--- config.mk ---
export PLATFORM = sky130hd
export DESIGN_NAME = int_alu
export DESIGN_NICKNAME = d
export VERILOG_FILES = /design/src/rtl/int_alu_pkg.sv /design/src/rtl/int_alu_addsub.sv /design/src/rtl/int_alu_logic.sv /design/src/rtl/int_alu_cmp.sv /design/src/rtl/int_alu_shift.sv /design/src/rtl/int_alu.sv
export SDC_FILE = /design/constraint.sdc
export NUM_CORES = 1
export LEC_CHECK = 0
export BUFFER_PORTS_ARGS = -buffer_cell sky130_fd_sc_hd__buf_2
export CAP_MARGIN = 20
export CORE_MARGIN = 2
export CORE_UTILIZATION = 23
export DETAILED_ROUTE_END_ITERATION = 6
export PLACE_DENSITY = 0.4
export SETUP_SLACK_MARGIN = 0.2
export SYNTH_ARGS = -nofsm -noshare
export SYNTH_HDL_FRONTEND = slang
export SYNTH_SLANG_ARGS = --single-unit
--- constraint.sdc ---
create_clock -name vclk -period 5.6
set_input_delay 0.84 -clock vclk [all_inputs]
set_output_delay 0.84 -clock vclk [all_outputs]
set_load 0.05 [all_outputs]
--- src/rtl/int_alu_pkg.sv ---
package int_alu_pkg;

  localparam int unsigned XLEN_DEF = 32;
  localparam int unsigned OPW      = 5;

  typedef enum logic [OPW-1:0] {
    OP_ADD  = 5'd0,
    OP_ADDU = 5'd1,
    OP_SUB  = 5'd2,
    OP_SUBU = 5'd3,
    OP_AND  = 5'd4,
    OP_OR   = 5'd5,
    OP_XOR  = 5'd6,
    OP_NOR  = 5'd7,
    OP_SLT  = 5'd8,
    OP_SLTU = 5'd9,
    OP_SLL  = 5'd10,
    OP_SRL  = 5'd11,
    OP_SRA  = 5'd12,
    OP_SLLV = 5'd13,
    OP_SRLV = 5'd14,
    OP_SRAV = 5'd15,
    OP_LUI  = 5'd16
  } alu_op_e;

  typedef enum logic [1:0] {
    LG_AND = 2'd0,
    LG_OR  = 2'd1,
    LG_XOR = 2'd2,
    LG_NOR = 2'd3
  } logic_sel_e;

  // Signed overflow rule: operands agree in sign, result disagrees.
  function automatic logic f_sign_ovf(input logic sa, input logic sb_eff,
                                      input logic ss);
    return (sa == sb_eff) && (ss != sa);
  endfunction

  // Less-than from a subtraction: signs differ -> a's sign decides.
  function automatic logic f_lt_signed(input logic sa, input logic sb,
                                       input logic sdiff);
    return (sa != sb) ? sa : sdiff;
  endfunction

endpackage

--- src/rtl/int_alu_addsub.sv ---
module int_alu_addsub #(
  parameter int unsigned XLEN = 32
) (
  input  logic [XLEN-1:0] a,
  input  logic [XLEN-1:0] b,
  input  logic            sub,
  input  logic            trap,
  output logic [XLEN-1:0] sum,
  output logic            carry,
  output logic            ovf_raw,
  output logic            ovf
);
  import int_alu_pkg::*;

  logic [XLEN-1:0] b_eff;
  logic [XLEN:0]   wide;

  assign b_eff = sub ? ~b : b;
  assign wide  = {1'b0, a} + {1'b0, b_eff} + {{XLEN{1'b0}}, sub};
  assign sum   = wide[XLEN-1:0];
  assign carry = wide[XLEN];

  assign ovf_raw = f_sign_ovf(a[XLEN-1], b_eff[XLEN-1], sum[XLEN-1]);
  assign ovf     = trap & ovf_raw;

endmodule

--- src/rtl/int_alu_logic.sv ---
module int_alu_logic #(
  parameter int unsigned XLEN = 32
) (
  input  logic [XLEN-1:0]              a,
  input  logic [XLEN-1:0]              b,
  input  int_alu_pkg::logic_sel_e      sel,
  output logic [XLEN-1:0]              y
);
  import int_alu_pkg::*;

  always_comb begin
    unique case (sel)
      LG_AND:  y = a & b;
      LG_OR:   y = a | b;
      LG_XOR:  y = a ^ b;
      LG_NOR:  y = ~(a | b);
      default: y = '0;
    endcase
  end

endmodule

--- src/rtl/int_alu_cmp.sv ---
module int_alu_cmp #(
  parameter int unsigned XLEN = 32
) (
  input  logic            a_msb,
  input  logic            b_msb,
  input  logic            diff_msb,
  input  logic            carry,
  input  logic            is_unsigned,
  output logic [XLEN-1:0] y,
  output logic            lt
);
  import int_alu_pkg::*;

  logic lt_s;
  logic lt_u;

  assign lt_s = f_lt_signed(a_msb, b_msb, diff_msb);
  // a + ~b + 1 carries out exactly when a >= b unsigned.
  assign lt_u = ~carry;
  assign lt   = is_unsigned ? lt_u : lt_s;
  assign y    = {{(XLEN-1){1'b0}}, lt};

endmodule

--- src/rtl/int_alu_shift.sv ---
module int_alu_shift #(
  parameter int unsigned XLEN = 32,
  localparam int unsigned SHW = $clog2(XLEN)
) (
  input  logic [XLEN-1:0] val,
  input  logic [SHW-1:0]  amt,
  input  logic            left,
  input  logic            arith,
  output logic [XLEN-1:0] y
);

  function automatic logic [XLEN-1:0] f_rev(input logic [XLEN-1:0] v);
    logic [XLEN-1:0] r;
    for (int i = 0; i < int'(XLEN); i++) r[i] = v[XLEN-1-i];
    return r;
  endfunction

  logic            fill;
  logic [XLEN-1:0] stg [SHW+1];

  assign fill   = arith & ~left & val[XLEN-1];
  assign stg[0] = left ? f_rev(val) : val;

  // Logarithmic right shifter; a left shift runs through it bit-reversed.
  for (genvar k = 0; k < int'(SHW); k++) begin : g_stage
    localparam int unsigned D = 2 ** k;
    assign stg[k+1] = amt[k] ? {{D{fill}}, stg[k][XLEN-1:D]} : stg[k];
  end

  assign y = left ? f_rev(stg[SHW]) : stg[SHW];

endmodule

--- src/rtl/int_alu.sv ---
module int_alu #(
  parameter int unsigned XLEN = int_alu_pkg::XLEN_DEF,
  localparam int unsigned SHW  = $clog2(XLEN),
  localparam int unsigned HALF = XLEN / 2
) (
  input  logic [4:0]      op_i,
  input  logic [XLEN-1:0] a_i,
  input  logic [XLEN-1:0] b_i,
  input  logic [SHW-1:0]  shamt_i,
  output logic [XLEN-1:0] result_o,
  output logic            ovf_o
);
  import int_alu_pkg::*;

  alu_op_e op;
  assign op = alu_op_e'(op_i);

  // Decoded control, named so the checker and waveforms can see them.
  logic       dec_sub, dec_trap, dec_unsigned_cmp;
  logic       dec_shift_left, dec_shift_arith, dec_shift_var;
  logic_sel_e dec_lsel;

  always_comb begin
    dec_sub          = (op == OP_SUB) || (op == OP_SUBU) ||
                       (op == OP_SLT) || (op == OP_SLTU);
    dec_trap         = (op == OP_ADD) || (op == OP_SUB);
    dec_unsigned_cmp = (op == OP_SLTU);
    dec_shift_left   = (op == OP_SLL) || (op == OP_SLLV);
    dec_shift_arith  = (op == OP_SRA) || (op == OP_SRAV);
    dec_shift_var    = (op == OP_SLLV) || (op == OP_SRLV) || (op == OP_SRAV);
    unique case (op)
      OP_OR:   dec_lsel = LG_OR;
      OP_XOR:  dec_lsel = LG_XOR;
      OP_NOR:  dec_lsel = LG_NOR;
      default: dec_lsel = LG_AND;
    endcase
  end

  // Shared adder: add, subtract and both compares.
  logic [XLEN-1:0] ev_sum;
  logic            ev_carry, ev_ovf_raw, ev_ovf;

  int_alu_addsub #(.XLEN(XLEN)) u_addsub (
    .a       (a_i),
    .b       (b_i),
    .sub     (dec_sub),
    .trap    (dec_trap),
    .sum     (ev_sum),
    .carry   (ev_carry),
    .ovf_raw (ev_ovf_raw),
    .ovf     (ev_ovf)
  );

  logic [XLEN-1:0] ev_cmp;
  logic            ev_lt;

  int_alu_cmp #(.XLEN(XLEN)) u_cmp (
    .a_msb       (a_i[XLEN-1]),
    .b_msb       (b_i[XLEN-1]),
    .diff_msb    (ev_sum[XLEN-1]),
    .carry       (ev_carry),
    .is_unsigned (dec_unsigned_cmp),
    .y           (ev_cmp),
    .lt          (ev_lt)
  );

  logic [XLEN-1:0] ev_logic;

  int_alu_logic #(.XLEN(XLEN)) u_logic (
    .a   (a_i),
    .b   (b_i),
    .sel (dec_lsel),
    .y   (ev_logic)
  );

  logic [SHW-1:0]  ev_amt;
  logic [XLEN-1:0] ev_shift;

  assign ev_amt = dec_shift_var ? a_i[SHW-1:0] : shamt_i;

  int_alu_shift #(.XLEN(XLEN)) u_shift (
    .val   (b_i),
    .amt   (ev_amt),
    .left  (dec_shift_left),
    .arith (dec_shift_arith),
    .y     (ev_shift)
  );

  logic [XLEN-1:0] ev_upper;
  assign ev_upper = {b_i[HALF-1:0], {HALF{1'b0}}};

  always_comb begin
    unique case (op)
      OP_ADD, OP_ADDU, OP_SUB, OP_SUBU:    result_o = ev_sum;
      OP_AND, OP_OR, OP_XOR, OP_NOR:       result_o = ev_logic;
      OP_SLT, OP_SLTU:                     result_o = ev_cmp;
      OP_SLL, OP_SRL, OP_SRA,
      OP_SLLV, OP_SRLV, OP_SRAV:           result_o = ev_shift;
      OP_LUI:                              result_o = ev_upper;
      default:                             result_o = '0;
    endcase
  end

  assign ovf_o = ev_ovf;

endmodule

==> results of run 1 <==
-- where the power goes --
part | total, mW | leakage, nW | internal [mW] | switching, mW
clock | 0.0000000561 | 0.00000684 | 0.0000000561 | 0
combinational | 1.56 | 4.88 | 0.614 | 0.942
sequential | 0 | 0 | 0 | 0
-- worst max path at each step --
stage,start,endpoint,cells past startpoint
final,op_i[3],result_o[0],16
after global routing,op_i[3],result_o[0],16
after CTS,op_i[1],result_o[0],16
after detailed placement,op_i[1],result_o[0],17
after global placement,op_i[1],result_o[27],17
after floorplan,op_i[1],result_o[0],17
-- cell usage in the layout, fill, tap and decap left out, drive strengths merged, types with 8 or more instances in the layout --
cell,Yosys,layout
a22oi,28,28
a222oi,37,37
mux2,33,33
a32oi,15,15
o221ai,10,10
xor2,15,15
a21o,11,11
o21ai,118,118
and2,9,9
mux2i,49,49
ha,96,96
a22o,21,21
o22ai,14,14
nand3,18,18
inv,83,83
a31oi,14,14
o211ai,14,14
or2,9,9
o211a,8,8
buf,38,292
nor3,23,23
nor2,101,101
a221o,8,8
a21oi,51,51
nand2,106,106
a211oi,25,25
xnor2,46,46
-- metrics by stage --
stage	instance area (um^2)	util	setup slack, ns	power (mW)
after global routing	10700	0.310	0.0371	1.65
after CTS	10400	0.301	0.159	1.46
after floorplan	8120	-	0.210	0.842
after global placement	10100	0.294	-0.153	1.42
final	10700	0.310	0.131	1.56
after detailed placement	10100	0.294	-0.189	1.41
-- cells by family after synthesis --
group | count (synthesis)
buffers and inverters | 184
AND/OR/NAND/NOR | 302
AO/OA/AOI/OAI | 445
multiplexers | 86
XOR/XNOR | 61
adder cells (fa/ha/maj) | 97
-- final cells by class --
class / instances / area (um^2) / share of cell area
multi-input combinational: 991 / 7730 / 0.723
timing repair buffer: 293 / 2080 / 0.195
tap: 455 / 569 / 0.0532
inverter: 83 / 312 / 0.0291
antenna: 1 / 2.50 / 0.000234
-- repair_timing --
| action | in CTS | in global routing |
|---|---|---|
| hold endpoints to repair | 0 | 0 |
| hold buffers | 0 | 0 |
| setup buffers | 9 | 4 |
| pin swaps | 25 | 19 |
| resized for setup | 42 | 66 |
| endpoints found under the setup margin | 22 | 22 |
-- per-layer routing --
metal	vias up	global-route usage	routed length (um)
met5	-	0	0
met1	5115	0.345	21200
met2	449	0.398	21100
li1	4851	-	-
met3	63	0.0270	2890
met4	0	0.0707	1640
==> reports/qor.txt, run 1 <==
OUTCOME
--------------------------------------------------------------------------------
Outcome ........................................................... finished, violations left
Violated checks ................................................... design-rule violations

DETAILED ROUTING
--------------------------------------------------------------------------------
Count of unresolved DRC violations after routing ..................            9
Routed length per placed instance .................................      25.7 um
Routed via count ..................................................       10,500
Antenna-violating nets left .......................................            0
First DRT Iteration DRCs ..........................................        1,442
Final Routed Wirelength ...........................................    46,800 um
Detailed-route vias per instance ..................................         5.75
Iteration count of the initial detailed-routing pass ..............            7

TIMING
--------------------------------------------------------------------------------
Worst hold margin .................................................      2.32 ns
Worst Tran Pin Value ..............................................     0.999 ns
Headroom to the max-slew limit ....................................        0.334
Final worst path period share .....................................        0.977
Final Max Slew Viols ..............................................            0
Final count of negative-setup-slack endpoints .....................            0
Final period demand of the worst path .............................      5.47 ns
Hold violation count in the final report ..........................            0
RSZ-0062 raised after global routing ..............................          yes
Fmax ..............................................................    0.183 GHz
Setup TNS after final layout ......................................         0 ns

LOGIC SYNTHESIS
--------------------------------------------------------------------------------
Mean post-synth cell area .........................................    6.85 um^2
Largest cells by area after synthesis ............................. sky130_fd_sc_hd__ha_1 (15%), sky130_fd_sc_hd__o21ai_0 (6.8%), sky130_fd_sc_hd__mux2i_1 (6.1%)
Share of synthesized cell area in and, or, nand and nor gates .....        0.173
Area share of fa/ha/maj cells after synthesis .....................        0.152
Most numerous cell in the Yosys netlist ........................... sky130_fd_sc_hd__o21ai_0
Cell area after synthesis .........................................    8050 um^2
Number of standard cells after synthesis ..........................        1,175
Sequential area share after synthesis .............................            0
Cell type with the highest aggregate area in the netlist .......... sky130_fd_sc_hd__ha_1
Yosys synthesis warning count .....................................            0
Post-Synthesis Net Count ..........................................        1,346
Share of the synthesized area in compound gates (AO/OA/AOI/OAI) ...        0.397
Ranking of synthesized cells by instance count .................... sky130_fd_sc_hd__o21ai_0 (110), sky130_fd_sc_hd__nand2_1 (105), sky130_fd_sc_hd__nor2_1 (101), sky130_fd_sc_hd__ha_1 (96), sky130_fd_sc_hd__inv_1 (83)
Post-synthesis share of cell area spent on xor and xnor gates .....       0.0664
Dominant combinational cell family by area after synthesis ........ compound AO/OA/AOI/OAI gates
Fraction of synthesized area in multiplexers ......................        0.119
Post-synth cell types .............................................           85
Post-synth top area share .........................................        0.149

WORST HOLD PATH
--------------------------------------------------------------------------------
End of the worst hold path ........................................ result_o[30]
Worst min path class .............................................. input pin to output port
Min-delay src .....................................................      b_i[14]
Cell depth of the worst min-delay path ............................            4

GRT
--------------------------------------------------------------------------------
Number of antenna violations at the first check in global routing .            0
Via count of the first global-routing pass ........................        9,793
Total congestion overflow .........................................            0
Largest net degree at the start of global routing .................          117
Overall routing resource usage ....................................        0.247
Global-route wire length before repair ............................    66,900 um

CELLS AND AREA
--------------------------------------------------------------------------------
Register cell area after layout ...................................       0 um^2
Final Instance Count excl. Fillers ................................        1,823
Fraction of final layout cells with drive strength greater than 1 .        0.309
# nets final ......................................................        1,540
Clock buffer count ................................................            0
Area growth syn-to-layout .........................................        33.0%
Fill cells ........................................................        3,869
Number of flip-flops and latches ..................................            0

CRITICAL PATH
--------------------------------------------------------------------------------
Critical path type ................................................ input pin to output port
Critical Path AT ..................................................      4.63 ns
Sequence of cells on the critical path ............................ buf_8 -> xnor2_4 -> or3_4 -> xnor2_2 -> ha_1 -> or4b_4 -> o21ai_4 -> nand4_1 -> a211oi_4 -> o31ai_2 -> buf_4 -> o31a_1 -> xnor2_2 -> o311ai_2 -> o2111ai_4 -> buf_6
Worst Path Buf+Inv ................................................            3
Highest cell delay on the worst timing path .......................      0.48 ns
Largest fanout on the critical path ...............................            5
CP Capture Type ...................................................  output port
Worst EP required .................................................      4.76 ns
Setup crit start kind .............................................    input pin
Most frequent cell on the critical path ........................... sky130_fd_sc_hd__xnor2_2
Slowest library cell on the worst path ............................ sky130_fd_sc_hd__or4b_4
Critical path's top delay family .................................. compound AO/OA/AOI/OAI gates

FLOORPLANNING
--------------------------------------------------------------------------------
Number of rows in the core area ...................................           68
Ports placed on the boundary ......................................          107
Floorplan die width ...............................................       191 um
Effective utilization at floorplan ................................        0.233
Placeable core area ...............................................  34,500 um^2
DIE AREA ..........................................................  36,500 um^2
Die height ........................................................       191 um

PLACEMENT
--------------------------------------------------------------------------------
Cell count after placement ........................................        1,809
Final GP Congestion ...............................................        0.976
Placed wire-length estimate after detailed placement ..............    38,200 um
Number of buffer cells added on primary ports .....................          107

FLOW RUN
--------------------------------------------------------------------------------
Maxcap violations .................................................            0

POWER AND IR DROP
--------------------------------------------------------------------------------
Power density cells ...............................................  145 nW/um^2
Maximum vdd drop ..................................................      68.3 uV
Lkg Pwr ...........................................................      4.88 nW

Note: power is estimated with default switching activity, not from simulation.
==> inputs of run 2 (changes only) <==
--- a/config.mk
+++ b/config.mk
@@ -7,10 +7,11 @@
 export LEC_CHECK = 0
 export BUFFER_PORTS_ARGS = -buffer_cell sky130_fd_sc_hd__buf_2
 export CAP_MARGIN = 20
+export CORE_ASPECT_RATIO = 2
 export CORE_MARGIN = 2
 export CORE_UTILIZATION = 23
 export DETAILED_ROUTE_END_ITERATION = 6
-export PLACE_DENSITY = 0.4
+export PLACE_DENSITY = 0.42
 export SETUP_SLACK_MARGIN = 0.2
 export SYNTH_ARGS = -nofsm -noshare
 export SYNTH_HDL_FRONTEND = slang
==> run 2 against run 1 <==
The flow now finishes without violations. Global-route usage rose by 2.4 points. Non-clock buffer count rose by 1. Highest routed layer unchanged. Utilization rose by 0.070 points. Critical path depth rose by 2. Largest power group unchanged. Combinational power rose by 3%. Die area rose by 0.25%.
==> reports/qor.txt, run 2 (synthesized netlist as in run 1, its figures left out) <==
CRITICAL PATH
-------------------------------------------------------------------------------------
Highest cell delay on the worst timing path ............................      0.58 ns   +0.10 ns
Critical path type ..................................................... input pin to output port
Critical path's top delay family ....................................... compound AO/OA/AOI/OAI gates
Worst Path Buf+Inv .....................................................            5   +2
Critical Path AT .......................................................      4.69 ns   +0.06 ns
Largest fanout on the critical path ....................................            6   +1
Sequence of cells on the critical path ................................. buf_8 -> xnor2_4 -> or3_4 -> buf_12 -> buf_12 -> xnor2_4 -> ha_4 -> and2_4 -> a221o_1 -> a221oi_2 -> a211oi_2 -> buf_6 -> o21ai_4 -> a211oi_4 -> a211oi_2 -> mux2i_1 -> or4_4 -> buf_8
Setup crit start kind ..................................................    input pin
CP Capture Type ........................................................  output port
Worst EP required ......................................................      4.76 ns   about the same
Slowest library cell on the worst path ................................. sky130_fd_sc_hd__or4_4

DETAILED ROUTING
-------------------------------------------------------------------------------------
Count of unresolved DRC violations after routing .......................            0   -9
Routed length per placed instance ......................................      28.2 um   +10%
Final Routed Wirelength ................................................    51,100 um   +9.2%
Detailed-route vias per instance .......................................         5.80   +1.0%
Antenna-violating nets left ............................................            0   unchanged
Routed via count .......................................................       10,500   +0.22%
First DRT Iteration DRCs ...............................................          927   -36%
Iteration count of the initial detailed-routing pass ...................            7   unchanged

GRT
-------------------------------------------------------------------------------------
Largest net degree at the start of global routing ......................          117   unchanged
Met3 demand-to-capacity share in global routing ........................       0.0179   -0.00913
Total congestion overflow ..............................................            0   unchanged
Grt met1 use ...........................................................        0.247   -0.0979
Top Usage Layer GRT ....................................................         met2
Overall routing resource usage .........................................        0.271   +0.0241
Number of antenna violations at the first check in global routing ......            0   unchanged
Global routing met2 resource utilization ...............................        0.512   +0.114
Via count of the first global-routing pass .............................       10,500   +7.2%
Global-route wire length before repair .................................    71,500 um   +7.0%

POWER AND IR DROP
-------------------------------------------------------------------------------------
Part of the total power dissipated in combinational logic ..............        1.000   about the same
Power density cells ....................................................  150 nW/um^2   +3.3%
Reg power frac .........................................................            0   unchanged
Proportion of total power due to net switching .........................        0.612   +0.00646
Internal power summed over all cells ...................................       623 uW   +1.5%
Lkg Pwr ................................................................      4.89 nW   +0.25%
Maximum vdd drop .......................................................      75.2 uV   +10%
Switch Pwr .............................................................       983 uW   +4.3%
Part of the total power dissipated in the clock network ................            0   unchanged

PLACEMENT
-------------------------------------------------------------------------------------
Post-place instance area ...............................................  10,200 um^2   +0.90%
Worst setup timing slack at the placement stage ........................    -0.113 ns   +0.0752 ns
Placed wire-length estimate after detailed placement ...................    42,600 um   +11%
Number of buffer cells added on primary ports ..........................          107   unchanged
Final GP Congestion ....................................................         1.04   +6.1%

FLOORPLANNING
-------------------------------------------------------------------------------------
DIE AREA ...............................................................  36,600 um^2   +0.25%
Floorplan die width ....................................................       136 um   -29%
Effective utilization at floorplan .....................................        0.234   +0.000714
Number of rows in the core area ........................................           96   +41%
Placeable core area ....................................................  34,400 um^2   -0.31%
Ports placed on the boundary ...........................................          107   unchanged
Die height .............................................................       268 um   +41%

CELLS AND AREA
-------------------------------------------------------------------------------------
Design Area, Final .....................................................  10,700 um^2   about the same
Top library cells by usage in the layout, fill and taps aside .......... sky130_fd_sc_hd__buf_4 (182), sky130_fd_sc_hd__nand2_1 (104), sky130_fd_sc_hd__o21ai_0 (103)
Number of flip-flops and latches .......................................            0   unchanged
Register cell area after layout ........................................       0 um^2   unchanged
Fill cells .............................................................        3,902   +0.85%
# nets final ...........................................................        1,541   +0.065%
Most frequent standard cell in the layout excluding fill and tap cells . sky130_fd_sc_hd__buf_4
Area growth syn-to-layout ..............................................        32.8%   about the same
Fraction of final layout cells with drive strength greater than 1 ......        0.300   -0.00900
Clock buffer count .....................................................            0   unchanged
Number of antenna diodes ...............................................            0   -1

TIMING
-------------------------------------------------------------------------------------
Hold violation count in the final report ...............................            0   unchanged
Final worst path period share ..........................................        0.987   +0.0107
Worst Tran Pin Value ...................................................      1.20 ns   +0.198 ns
RSZ-0062 raised after global routing ...................................          yes
Slack of the critical path .............................................    0.0709 ns   -0.0598 ns
Final period demand of the worst path ..................................      5.53 ns   +0.0598 ns
Fmax ...................................................................    0.181 GHz   -1.1%
Final Max Slew Viols ...................................................            0   unchanged
Headroom to the max-slew limit .........................................        0.199   -0.135
Final count of negative-setup-slack endpoints ..........................            0   unchanged

FLOW RUN
-------------------------------------------------------------------------------------
Maxcap violations ......................................................            0   unchanged

OUTCOME
-------------------------------------------------------------------------------------
Outcome ................................................................ finished clean

WORST HOLD PATH
-------------------------------------------------------------------------------------
Worst min path class ................................................... input pin to output port

CLOCKING
-------------------------------------------------------------------------------------
Hold buffer count at CTS ...............................................            0   unchanged

[run 2: changes by cell type in the layout (fill, tap and decap cells not counted), moves of 3 or more]
cell,change
sky130_fd_sc_hd__buf_6,-7
sky130_fd_sc_hd__buf_2,+3
sky130_fd_sc_hd__buf_12,+7
sky130_fd_sc_hd__o21ai_0,+3
sky130_fd_sc_hd__xor2_2,-3
sky130_fd_sc_hd__buf_4,-3
sky130_fd_sc_hd__o21ai_2,-6
sky130_fd_sc_hd__xor2_1,+3
[run 2: cell type report]
type	instances	area [um^2]	area share
repair buffers	294	2130	0.199
well taps	441	552	0.0516
multi-input cells	991	7690	0.720
inverters	83	312	0.0291
[run 2: worst paths after layout]
check / startpoint / endpoint / slack [ns] / cells after the start
worst max-delay path: op_i[1] / result_o[23] / 0.07 / 18
worst min-delay path: a_i[31] / result_o[31] / 2.31 / 5
[run 2: metal layers]
metal  up-vias  wire (um)
li1       4845          -
met1      5070      16200
met2       407      26800
met3       179       1570
met4         0       6460
met5         -          0
[run 2: stage by stage]
step	TNS [ns]	utilization	total power, mW	hold WS, ns	instances
6_report	0	0.311	1.61	2.31	1809
5_1_grt	-0.0581	0.311	1.70	2.35	1809
4_1_cts	0	0.300	1.52	2.35	1799
3_5_place_dp	-0.302	0.297	1.50	2.35	1798
3_3_place_gp	-0.140	0.297	1.50	2.35	1798
2_1_floorplan	0	-	0.842	2.01	1175
[run 2: power by group through the flow]
| stage | clock network [mW] | logic, mW | registers (mW) |
|---|---|---|---|
| 2_1_floorplan | 0 | 0.842 | 0 |
| 5_1_grt | 0 | 1.70 | 0 |
| 3_3_place_gp | 0 | 1.50 | 0 |
| 4_1_cts | 0 | 1.52 | 0 |
| 6_report | 0 | 1.61 | 0 |
| 3_5_place_dp | 0 | 1.50 | 0 |
[run 2: timing repair]
item                       CTS  global route
cloned                       0             1
pin swaps                   10            16
resized for setup           22            55
setup buffers                1             9
setup endpoints to repair   20            25
==> inputs of run 3 (changes only) <==
==> constraint.sdc (replaced) <==
create_clock -name vclk -period 4.8
set_input_delay 0.72 -clock vclk [all_inputs]
set_output_delay 0.72 -clock vclk [all_outputs]
set_load 0.05 [all_outputs]
==> run 3 against run 2 <==
The flow now finishes with violations (negative setup slack). Sequential share of layout area is the same. Total power grew 37%. Worst hold slack lost 0.26 ns. Critical path type unchanged. Critical endpoint unchanged. Largest cell class unchanged. Highest routed layer unchanged.
==> reports/qor.txt, run 3 (synthesized netlist as in run 1, its figures left out) <==
TIMING
-------------------------------------------------------------------------------------
Slack of the critical path .............................................    -0.406 ns   -0.477 ns
Headroom to the max-slew limit .........................................        0.252   +0.0527
Fmax ...................................................................    0.192 GHz
Final count of negative-setup-slack endpoints ..........................           30   +30
Final worst path period share ..........................................         1.08
Worst hold margin ......................................................      2.05 ns   -0.263 ns
RSZ-0062 raised after global routing ...................................          yes
Hold violation count in the final report ...............................            0   unchanged
Worst Tran Pin Value ...................................................      1.12 ns   -0.0752 ns
Final period demand of the worst path ..................................      5.21 ns
Final Max Slew Viols ...................................................            0   unchanged

GRT
-------------------------------------------------------------------------------------
Largest net degree at the start of global routing ......................           78   -33%
Via count of the first global-routing pass .............................       11,600   +10%
Global-route wire length before repair .................................    75,700 um   +5.8%
Overall routing resource usage .........................................        0.283   +0.0121
Number of antenna violations at the first check in global routing ......            0   unchanged
Total congestion overflow ..............................................            0   unchanged

DETAILED ROUTING
-------------------------------------------------------------------------------------
Routed length per placed instance ......................................      26.3 um   -7.0%
Count of unresolved DRC violations after routing .......................            0   unchanged
Routed via count .......................................................       11,300   +7.6%
Final Routed Wirelength ................................................    52,300 um   +2.4%
Antenna-violating nets left ............................................            0   unchanged
Iteration count of the initial detailed-routing pass ...................            7   unchanged
First DRT Iteration DRCs ...............................................          951   +2.6%
Detailed-route vias per instance .......................................         5.67   -2.3%

CRITICAL PATH
-------------------------------------------------------------------------------------
Critical path type ..................................................... input pin to output port
Critical Path AT .......................................................      4.49 ns   -0.20 ns
Sequence of cells on the critical path ................................. buf_8 -> xnor2_2 -> or3_4 -> xnor2_4 -> ha_4 -> or4b_4 -> o21ai_4 -> nand4_1 -> a211oi_2 -> buf_4 -> o21ai_4 -> a211oi_2 -> buf_4 -> a211oi_2 -> mux2i_2 -> or4_4 -> buf_8
Setup crit start kind ..................................................    input pin
CP Capture Type ........................................................  output port
Worst EP required ......................................................      4.08 ns   -0.68 ns
Largest fanout on the critical path ....................................            6   unchanged
Most frequent cell on the critical path ................................ sky130_fd_sc_hd__a211oi_2
Critical Path Source ...................................................      op_i[1]
Slowest library cell on the worst path ................................. sky130_fd_sc_hd__or4_4
Highest cell delay on the worst timing path ............................      0.52 ns   -0.06 ns

FLOW RUN
-------------------------------------------------------------------------------------
Maxcap violations ......................................................            0   unchanged

CELLS AND AREA
-------------------------------------------------------------------------------------
Clock buffer count .....................................................            0   unchanged
Design Area, Final .....................................................  12,600 um^2   +18%
Top library cells by usage in the layout, fill and taps aside .......... sky130_fd_sc_hd__buf_4 (353), sky130_fd_sc_hd__nand2_1 (104), sky130_fd_sc_hd__nor2_1 (97)
Fill cells .............................................................        3,747   -4.0%
Area growth syn-to-layout ..............................................        56.7%
Most frequent standard cell in the layout excluding fill and tap cells . sky130_fd_sc_hd__buf_4
Number of flip-flops and latches .......................................            0   unchanged
Number of antenna diodes ...............................................            0   unchanged
# nets final ...........................................................        1,724   +12%
Register cell area after layout ........................................       0 um^2   unchanged
Fraction of final layout cells with drive strength greater than 1 ......        0.411   +0.110

POWER AND IR DROP
-------------------------------------------------------------------------------------
Power density cells ....................................................  174 nW/um^2   +16%
Maximum vdd drop .......................................................      77.8 uV   +3.4%
Power consumption ......................................................      2.20 mW   +37%
Lkg Pwr ................................................................      5.92 nW   +21%

FLOORPLANNING
-------------------------------------------------------------------------------------
Die height .............................................................       268 um   unchanged
Ports placed on the boundary ...........................................          107   unchanged
Effective utilization at floorplan .....................................        0.234   unchanged
Placeable core area ....................................................  34,400 um^2   unchanged
DIE AREA ...............................................................  36,600 um^2   unchanged
Floorplan die width ....................................................       136 um   unchanged
Number of rows in the core area ........................................           96   unchanged

WORST HOLD PATH
-------------------------------------------------------------------------------------
Cell depth of the worst min-delay path .................................            5   unchanged
Min-delay src ..........................................................      a_i[31]
End of the worst hold path .............................................        ovf_o
Worst min path class ................................................... input pin to output port

PLACEMENT
-------------------------------------------------------------------------------------
Number of buffer cells added on primary ports ..........................          107   unchanged
Placed wire-length estimate after detailed placement ...................    43,700 um   +2.8%
Worst setup timing slack at the placement stage ........................    -0.729 ns   -0.615 ns
Post-place instance area ...............................................  11,800 um^2   +15%
Final GP Congestion ....................................................         1.04   +0.28%

OUTCOME
-------------------------------------------------------------------------------------
Violated checks ........................................................ negative setup slack
Outcome ................................................................ finished, violations left

## run 3: changes by cell type in the layout (fill, tap and decap cells not counted), sizes merged
cell	before	now
buf	290	476
bufbuf	0	1
clkbuf	4	0
## run 3: per-layer routing
layer	wire [um]	share of wire	vias to the layer above	global-route usage
met2	27100	0.52	424	0.536
li1	-	-	5219	-
met4	6780	0.13	0	0.269
met3	1850	0.035	179	0.0182
met5	0	0	-	0
met1	16600	0.32	5472	0.260
## run 3: final cells by class
| cell class | instances | area, um^2 | area share |
|---|---|---|---|
| timing repair buffer | 477 | 3740 | 0.297 |
| multi-input combinational | 991 | 8000 | 0.634 |
| inverter | 83 | 312 | 0.0247 |
| tap | 441 | 552 | 0.0438 |
## run 3: worst max-delay path, delay by kind of cell
family / cells / cell delay (ns)
mux: 1 / 0.16
simple gates: 4 / 1.59
buf+inv: 4 / 0.63
compound gates: 5 / 0.80
xor+xnor: 2 / 0.30
fa+ha+maj: 1 / 0.26
## run 3: worst max-delay path by stage
stage              endpoint  slack (ns)
2_1_floorplan  result_o[23]       -0.25
3_3_place_gp   result_o[30]       -0.72
3_5_place_dp   result_o[19]       -0.73
4_1_cts        result_o[23]       -0.48
5_1_grt        result_o[23]       -0.53
6_report       result_o[23]       -0.41
## run 3: metrics by stage
step / TNS (ns) / utilization / std cells
final: -4.45 / 0.367 / 1992
after global routing: -9.66 / 0.367 / 1992
after CTS: -5.84 / 0.362 / 1990
after detailed placement: -16.90 / 0.342 / 1974
after global placement: -16.65 / 0.342 / 1974
after floorplan: -1.08 / - / 1175
## run 3: repair_timing
| item | CTS | global route |
|---|---|---|
| setup buffers | 14 | 1 |
| pin swaps | 34 | 24 |
| endpoints found under the setup margin | 33 | 33 |
| gates cloned | 2 | 0 |
| gates resized for setup | 124 | 24 |
| hold buffers | 0 | 0 |
## run 3: power by group
| part | internal, mW | leakage [nW] | total [mW] | switching (mW) |
|---|---|---|---|---|
| logic | 0.968 | 5.92 | 2.20 | 1.23 |
| registers | 0 | 0 | 0 | 0 |
| clock network | 0 | 0 | 0 | 0 |
